==> config.mk <==
export PLATFORM = sky130hd
export DESIGN_NAME = tick_timer
export DESIGN_NICKNAME = d
export VERILOG_FILES = /design/src/rtl/tmr_pkg.sv /design/src/rtl/tmr_regs.sv /design/src/rtl/tmr_prescaler.sv /design/src/rtl/tmr_counter.sv /design/src/rtl/tick_timer.sv
export SDC_FILE = /design/constraint.sdc
export NUM_CORES = 1
export LEC_CHECK = 0
export BUFFER_PORTS_ARGS = -buffer_cell sky130_fd_sc_hd__buf_4
export CAP_MARGIN = 20
export CORE_ASPECT_RATIO = 0.8
export CORE_MARGIN = 4
export CORE_UTILIZATION = 60
export CTS_CLUSTER_SIZE = 24
export DETAILED_ROUTE_END_ITERATION = 16
export GPL_ROUTABILITY_DRIVEN = 0
export PLACE_DENSITY = 0.8
export SETUP_SLACK_MARGIN = 0.05
export SKIP_CTS_REPAIR_TIMING = 1
export SLEW_MARGIN = 20
export SYNTH_ARGS = -nofsm -noshare
export SYNTH_HDL_FRONTEND = slang
export SYNTH_SLANG_ARGS = --single-unit
==> constraint.sdc <==
create_clock -name clk_i -period 3.19 [get_ports clk_i]
set_clock_uncertainty 0.1 [all_clocks]
set_input_delay 0.1595 -clock clk_i [delete_from_list [all_inputs] [get_ports clk_i]]
set_output_delay 0.1595 -clock clk_i [all_outputs]
set_load 0.05 [all_outputs]
==> src/rtl/tmr_pkg.sv <==
package tmr_pkg;
  localparam int TMR_AW = 3;

  typedef enum logic [TMR_AW-1:0] {
    RA_CTRL  = 3'd0,
    RA_IEN   = 3'd1,
    RA_STAT  = 3'd2,
    RA_EVGEN = 3'd3,
    RA_DIV   = 3'd4,
    RA_LIMIT = 3'd5
  } tmr_addr_e;
endpackage

==> src/rtl/tmr_regs.sv <==
module tmr_regs
  import tmr_pkg::*;
#(
  parameter int DW = 16
) (
  input  logic              clk_i,
  input  logic              rst_ni,
  input  logic              wr_en_i,
  input  logic [TMR_AW-1:0] addr_i,
  input  logic [DW-1:0]     wr_data_i,
  output logic [DW-1:0]     rd_data_o,
  input  logic              uev_i,
  output logic              run_o,
  output logic              ug_o,
  output logic [DW-1:0]     div_pre_o,
  output logic [DW-1:0]     limit_o,
  output logic              irq_o
);
  localparam logic [DW-1:0] ZERO = '0;

  logic sel_ctrl, sel_ien, sel_stat, sel_evg, sel_div, sel_lim;
  logic run_q, run_d, ien_q, ien_d, flag_q, flag_d, irq_q, irq_d;
  logic [DW-1:0] div_q, lim_q;

  always_comb begin
    sel_ctrl = wr_en_i && (addr_i == RA_CTRL);
    sel_ien  = wr_en_i && (addr_i == RA_IEN);
    sel_stat = wr_en_i && (addr_i == RA_STAT);
    sel_evg  = wr_en_i && (addr_i == RA_EVGEN);
    sel_div  = wr_en_i && (addr_i == RA_DIV);
    sel_lim  = wr_en_i && (addr_i == RA_LIMIT);

    run_d = sel_ctrl ? wr_data_i[0] : run_q;
    ien_d = sel_ien  ? wr_data_i[0] : ien_q;

    // hardware set has priority over a bus clear in the same cycle
    if (uev_i)         flag_d = 1'b1;
    else if (sel_stat) flag_d = flag_q & wr_data_i[0];
    else               flag_d = flag_q;

    irq_d = flag_d & ien_d;
    ug_o  = sel_evg & wr_data_i[0];
  end

  always_ff @(posedge clk_i or negedge rst_ni) begin
    if (!rst_ni) begin
      run_q  <= 1'b0;
      ien_q  <= 1'b0;
      flag_q <= 1'b0;
      irq_q  <= 1'b0;
    end else begin
      run_q  <= run_d;
      ien_q  <= ien_d;
      flag_q <= flag_d;
      irq_q  <= irq_d;
    end
  end

  always_ff @(posedge clk_i or negedge rst_ni) begin
    if (!rst_ni) begin
      div_q <= '0;
    end else if (sel_div) begin
      div_q <= wr_data_i;
    end
  end

  always_ff @(posedge clk_i or negedge rst_ni) begin
    if (!rst_ni) begin
      lim_q <= '0;
    end else if (sel_lim) begin
      lim_q <= wr_data_i;
    end
  end

  always_comb begin
    case (addr_i)
      RA_CTRL:  rd_data_o = {ZERO[DW-1:1], run_q};
      RA_IEN:   rd_data_o = {ZERO[DW-1:1], ien_q};
      RA_STAT:  rd_data_o = {ZERO[DW-1:1], flag_q};
      RA_DIV:   rd_data_o = div_q;
      RA_LIMIT: rd_data_o = lim_q;
      default:  rd_data_o = ZERO;
    endcase
  end

  assign run_o     = run_q;
  assign div_pre_o = div_q;
  assign limit_o   = lim_q;
  assign irq_o     = irq_q;

  // an update event always leaves the flag set
  assert_set_wins_R7: assert property (@(posedge clk_i) disable iff (!rst_ni)
    uev_i |=> flag_q);
  // writing one to a set flag keeps it set
  assert_w1_keeps_R6: assert property (@(posedge clk_i) disable iff (!rst_ni)
    (sel_stat && wr_data_i[0] && flag_q) |=> flag_q);
  // a clear with no event leaves the flag low
  assert_w0_clears_R6: assert property (@(posedge clk_i) disable iff (!rst_ni)
    (sel_stat && !wr_data_i[0] && !uev_i) |=> !flag_q);
  // interrupt level follows flag and enable
  assert_irq_gate_R8: assert property (@(posedge clk_i) disable iff (!rst_ni)
    irq_q == (flag_q && ien_q));
endmodule

==> src/rtl/tmr_prescaler.sv <==
module tmr_prescaler #(
  parameter int DW = 16
) (
  input  logic          clk_i,
  input  logic          rst_ni,
  input  logic          run_i,
  input  logic          ug_i,
  input  logic          uev_i,
  input  logic [DW-1:0] div_pre_i,
  output logic          tick_o
);
  logic [DW-1:0] act_q, act_d, phase_q, phase_d;
  logic          phase_en, act_en, last;

  always_comb begin
    last     = (phase_q >= act_q);
    tick_o   = run_i && !ug_i && last;
    phase_en = ug_i || run_i;
    if (ug_i)      phase_d = '0;
    else if (last) phase_d = '0;
    else           phase_d = phase_q + 1'b1;
    act_en = uev_i;
    act_d  = div_pre_i;
  end

  always_ff @(posedge clk_i or negedge rst_ni) begin
    if (!rst_ni) begin
      phase_q <= '0;
    end else if (phase_en) begin
      phase_q <= phase_d;
    end
  end

  always_ff @(posedge clk_i or negedge rst_ni) begin
    if (!rst_ni) begin
      act_q <= '0;
    end else if (act_en) begin
      act_q <= act_d;
    end
  end

  // the live divider moves only on an update event
  assert_div_shadow_R4: assert property (@(posedge clk_i) disable iff (!rst_ni)
    !uev_i |=> $stable(act_q));
  // the phase holds while stopped and not forced
  assert_phase_hold_R2: assert property (@(posedge clk_i) disable iff (!rst_ni)
    (!run_i && !ug_i) |=> $stable(phase_q));
  // a forced update restarts the phase
  assert_phase_restart_R5: assert property (@(posedge clk_i) disable iff (!rst_ni)
    ug_i |=> (phase_q == '0));
endmodule

==> src/rtl/tmr_counter.sv <==
module tmr_counter #(
  parameter int DW = 16
) (
  input  logic          clk_i,
  input  logic          rst_ni,
  input  logic          tick_i,
  input  logic          ug_i,
  input  logic [DW-1:0] limit_i,
  output logic          wrap_o
);
  logic [DW-1:0] cnt_q, cnt_d;
  logic          cnt_en;

  always_comb begin
    wrap_o = tick_i && (cnt_q >= limit_i);
    cnt_en = ug_i || tick_i;
    if (ug_i || wrap_o) cnt_d = '0;
    else                cnt_d = cnt_q + 1'b1;
  end

  always_ff @(posedge clk_i or negedge rst_ni) begin
    if (!rst_ni) begin
      cnt_q <= '0;
    end else if (cnt_en) begin
      cnt_q <= cnt_d;
    end
  end

  // a wrap returns the count to zero
  assert_wrap_zero_R3: assert property (@(posedge clk_i) disable iff (!rst_ni)
    wrap_o |=> (cnt_q == '0));
  // without a tick or forced update the count holds
  assert_cnt_hold_R2: assert property (@(posedge clk_i) disable iff (!rst_ni)
    (!tick_i && !ug_i) |=> $stable(cnt_q));
  // a tick below the limit adds exactly one
  assert_cnt_step_R3: assert property (@(posedge clk_i) disable iff (!rst_ni)
    (tick_i && !ug_i && (cnt_q < limit_i)) |=> (cnt_q == $past(cnt_q) + 1'b1));
endmodule

==> src/rtl/tick_timer.sv <==
module tick_timer
  import tmr_pkg::*;
#(
  parameter int DW = 16
) (
  input  logic              clk_i,
  input  logic              rst_ni,
  input  logic              wr_en_i,
  input  logic [TMR_AW-1:0] addr_i,
  input  logic [DW-1:0]     wr_data_i,
  output logic [DW-1:0]     rd_data_o,
  output logic              irq_o
);
  logic          run, ug, tick, wrap, uev;
  logic [DW-1:0] div_pre, limit;

  assign uev = wrap | ug;

  tmr_regs #(.DW(DW)) i_regs (
    .clk_i     (clk_i),
    .rst_ni    (rst_ni),
    .wr_en_i   (wr_en_i),
    .addr_i    (addr_i),
    .wr_data_i (wr_data_i),
    .rd_data_o (rd_data_o),
    .uev_i     (uev),
    .run_o     (run),
    .ug_o      (ug),
    .div_pre_o (div_pre),
    .limit_o   (limit),
    .irq_o     (irq_o)
  );

  tmr_prescaler #(.DW(DW)) i_presc (
    .clk_i     (clk_i),
    .rst_ni    (rst_ni),
    .run_i     (run),
    .ug_i      (ug),
    .uev_i     (uev),
    .div_pre_i (div_pre),
    .tick_o    (tick)
  );

  tmr_counter #(.DW(DW)) i_cnt (
    .clk_i   (clk_i),
    .rst_ni  (rst_ni),
    .tick_i  (tick),
    .ug_i    (ug),
    .limit_i (limit),
    .wrap_o  (wrap)
  );

  // no tick while stopped
  assert_no_tick_stopped_R2: assert property (@(posedge clk_i) disable iff (!rst_ni)
    !run |-> !tick);
  // the event register never reads back a one
  assert_evgen_reads0_R5: assert property (@(posedge clk_i) disable iff (!rst_ni)
    (addr_i == RA_EVGEN) |-> (rd_data_o == '0));
endmodule

==> summary by stage <==
Clocking
The level count of the clock H-tree is 3. The clock root buffer is sky130_fd_sc_hd__clkbuf_8. The number of clock buffers inserted by TritonCTS is 9.

The tree built by TritonCTS fans out to 84 sinks. At the later pin of the worst-skew pair, clock insertion delay measures 0.36 ns. The TritonCTS clock tree is yes. After clock tree synthesis, the clock-pin slew on the worst setup and hold paths is 0.08 ns. The number of buffers on the longest clock path is 2.

Die
After floorplanning, the core was sized to cover 7600 um^2. The floorplan die width is ~110 um. In this run the vertical extent of the chip is 88.2 um.

The floorplan step defined a die boundary enclosing 9550 um^2. The I/O pin total is 39. The starting density of the core is 0.634. Row generation in the floorplan step produced 28 rows.

Setup path
STA classifies the critical path startpoint as a register. At the worst endpoint, the arrival time is 2.98 ns. Along the worst path, the maximum fanout reaches 15. The kind of end point of the critical path is a register.

At the worst endpoint, the required time is 3.39 ns. The critical path class is reg -> reg.

Pwr
Of the total power, the clock network draws 0.234. The power density relative to cell area is about 650 nW/um^2. Of the total power, combinational logic draws 0.336. The share of power burned in registers is 0.430.

The worst-case IR drop observed on VDD is roughly 0.44 mV. Of the total power, the share spent switching nets is 0.358. The internal portion of total power is 2.33 mW. Summed over all nets, the switching power comes to 1.30 mW. The leakage power total is 2.73 nW.

Timing
The relative slew slack is 0.473. Dividing the final minimum period by the clock period gives 0.871. For this run, the top clock speed supported by timing is 360 MHz.

The clock period could shrink to 2.78 ns. The transition time at the pin with the least slew margin is 0.787 ns. In the final timing run, aggregate negative setup slack is 0 ns. The number of max-slew violations in the final report is 0.

The final hold violation count is 0. Setup repair after global routing left no endpoint under its margin. Setup violations remaining at the end of the flow were counted as 0.

Route
For this run, the detailed router's first-pass iteration total came to 4. The detail route stage leaves a number of antenna-violating nets equal to 0. The starting DRC count in detailed routing is 195. The wire length per cell is 17.3 um. The routed wire length is between 10,000 and 15,000 um.

The via density per instance is 5.83. The routed via count is 3,658. After detailed routing, the number of remaining DRC violations is 0.

Synthesis
The mapped netlist covers 4820 um^2. The fraction of synthesis flops using an asynchronous set or reset pin is 1.00. The post-synthesis average cell area is 10.5 um^2.

Synthesis instantiated 54 different standard cells from the library. For this run, the register share of the synthesized area comes to 0.436. The primary flip-flop cell chosen by synthesis mapping is sky130_fd_sc_hd__dfrtp_1. The synthesized design contains 0 enable-type register cells. The post-synthesis register bit count is 84. After technology mapping, the gate count stands at 459. For this run, the number of Yosys warnings is 0. The net count after synthesis is 515.

Min path
The min-delay analysis places its worst path in the category in -> reg.

Cells and area
The final net count is ~570. The number of antenna diodes is 0. The multi-input combinational cells in the finished layout cover a total of 2500 um^2. The number of fill cells is 547.

Registers take around 2100 um^2. The proportion of layout cells with a drive suffix above 1 is 0.207. The post-route cell area is 5600 um^2. The layout overhead on the synthesized area is 16.0%.

Global route
The total congestion overflow is 0. The number of antenna violations at the first check in global routing is 0. The wire length of the first global-routing pass is 17,800 um. Entering global routing, the biggest net connects 85 pins. The number of global-route vias before repair was around 3,600.

For this run, the total global-route usage over all layers was measured as 0.243.

Placed design
The count of port buffers added during placement is 38. The placed instances occupy a cell area of 5220 um^2. The HPWL reported at the end of detailed placement is 7740 um.

Run status
The run finished with clean final reports.

Job
The tool flagged a number of max-cap violations equal to 0.
[cells in the final DEF (no fill, tap or decap), drive strengths merged, types with 3 or more instances in the layout]
cell,netlist,final
a211oi,3,3
a21o,9,9
a21oi,11,11
a22o,9,9
and3,10,10
and4,4,4
buf,6,43
clkbuf,6,12
dfrtp,84,84
dlygate4sd3,0,16
ha,34,34
inv,42,42
mux2,51,51
mux2i,15,15
nand2,26,26
nand3,16,16
nand4,6,6
nor2,41,41
nor2b,7,7
nor3,8,8
nor3b,6,6
nor4,3,3
o211ai,6,6
o21a,10,10
o21ai,25,25
o2bb2ai,3,3
[worst paths after layout]
kind / start / end / slack [ns] / depth (start not counted)
max in group asynchronous: rst_ni / i_regs.div_pre_o[8] / 2.15 / 2
min in group asynchronous: rst_ni / i_regs.div_pre_o[4] / 0.31 / 2
worst max register to register: i_presc.phase_q[13] / i_presc.phase_q[9] / 0.41 / 8
worst min-delay path: wr_data_i[0] / i_regs.limit_o[0] / 0.02 / 2
worst max-delay path: i_presc.phase_q[13] / i_presc.phase_q[9] / 0.41 / 8
worst min register to register: i_presc.act_q[1] / i_presc.act_q[1] / 0.41 / 1
[through the flow]
stage | hold slack, ns | total power [mW] | utilization | setup WS [ns] | instances
after floorplan | -0.236 | 2.40 | - | 0.701 | 459
after global placement | 0.301 | 2.68 | 0.686 | 0.519 | 595
after detailed placement | 0.306 | 2.76 | 0.686 | 0.486 | 595
after global routing | 0.00367 | 3.87 | 0.736 | 0.218 | 627
final | 0.0171 | 3.63 | 0.736 | 0.410 | 627
after CTS | -0.0759 | 3.62 | 0.715 | 0.405 | 611
[power by group through the flow]
stage / registers, mW / logic (mW) / clock network [mW]
floorplan: 1.51 / 0.890 / 0
CTS: 1.56 / 1.20 / 0.864
finish: 1.56 / 1.22 / 0.848
detailed placement: 1.58 / 1.19 / 0
global route: 1.60 / 1.36 / 0.911
global placement: 1.56 / 1.12 / 0
[kinds of logic after synthesis]
group,synth area share
AO/OA/AOI/OAI,0.132
adder cells (fa/ha/maj),0.0882
XOR/XNOR,0.00363
AND/OR/NAND/NOR,0.139
multiplexers,0.156
flip-flops,0.436
buffers and inverters,0.0457
[worst max-delay path, stage by stage, from the launching register on]
cell and delay (ns):
sky130_fd_sc_hd__dfrtp_1 0.43, sky130_fd_sc_hd__ha_1 0.34, sky130_fd_sc_hd__a211oi_1 0.27, sky130_fd_sc_hd__nor2_1 0.13
sky130_fd_sc_hd__a2111oi_4 0.53, sky130_fd_sc_hd__nand3_2 0.31, sky130_fd_sc_hd__buf_4 0.29, sky130_fd_sc_hd__nor3b_1 0.22
sky130_fd_sc_hd__a21o_1 0.11
[synthesized netlist by cell type (all sizes together), types with 2 or more instances]
master / number / area share
ha: 34 / 0.088
o211ai: 6 / 0.0093
nand3: 16 / 0.018
o2bb2ai: 3 / 0.0054
o21ai: 25 / 0.027
a211oi: 3 / 0.0047
nand4: 6 / 0.0091
inv: 42 / 0.033
and4: 4 / 0.0078
nor3b: 6 / 0.0093
mux2i: 15 / 0.031
o21a: 10 / 0.016
and2: 2 / 0.0026
a21oi: 11 / 0.014
o22ai: 2 / 0.0026
nor3: 8 / 0.0083
and3: 10 / 0.013
xor2: 2 / 0.0036
buf: 6 / 0.0083
a21o: 9 / 0.014
a22o: 9 / 0.016
nor2: 41 / 0.032
nor2b: 7 / 0.0091
dfrtp: 84 / 0.44
mux2: 51 / 0.12
clkbuf: 6 / 0.0047
nor4: 3 / 0.0070
nand2: 26 / 0.022
[layout make-up]
class | instances | area share
multi-input cells | 321 | 0.447
clock buffers | 12 | 0.0259
clock inverters | 4 | 0.0130
well taps | 105 | 0.0235
flip-flops and latches | 84 | 0.376
repair buffers | 59 | 0.0870
inverters | 42 | 0.0282
[state kept, by name (all words and copies together), names as in the netlist]
signal	count
i_cnt.cnt_q	16
i_presc.act_q	16
i_presc.phase_q	16
i_regs.div_pre_o	16
i_regs.flag_q	1
i_regs.ien_q	1
i_regs.irq_o	1
i_regs.limit_o	16
i_regs.run_o	1
[layer usage]
layer	routed length, um	track usage	vias to the layer above
met5	0	0	-
met4	266	0.0940	0
met3	543	0.0575	22
met2	4880	0.389	94
met1	5140	0.325	1786
li1	-	-	1756
(Power assumes the default switching activity.)
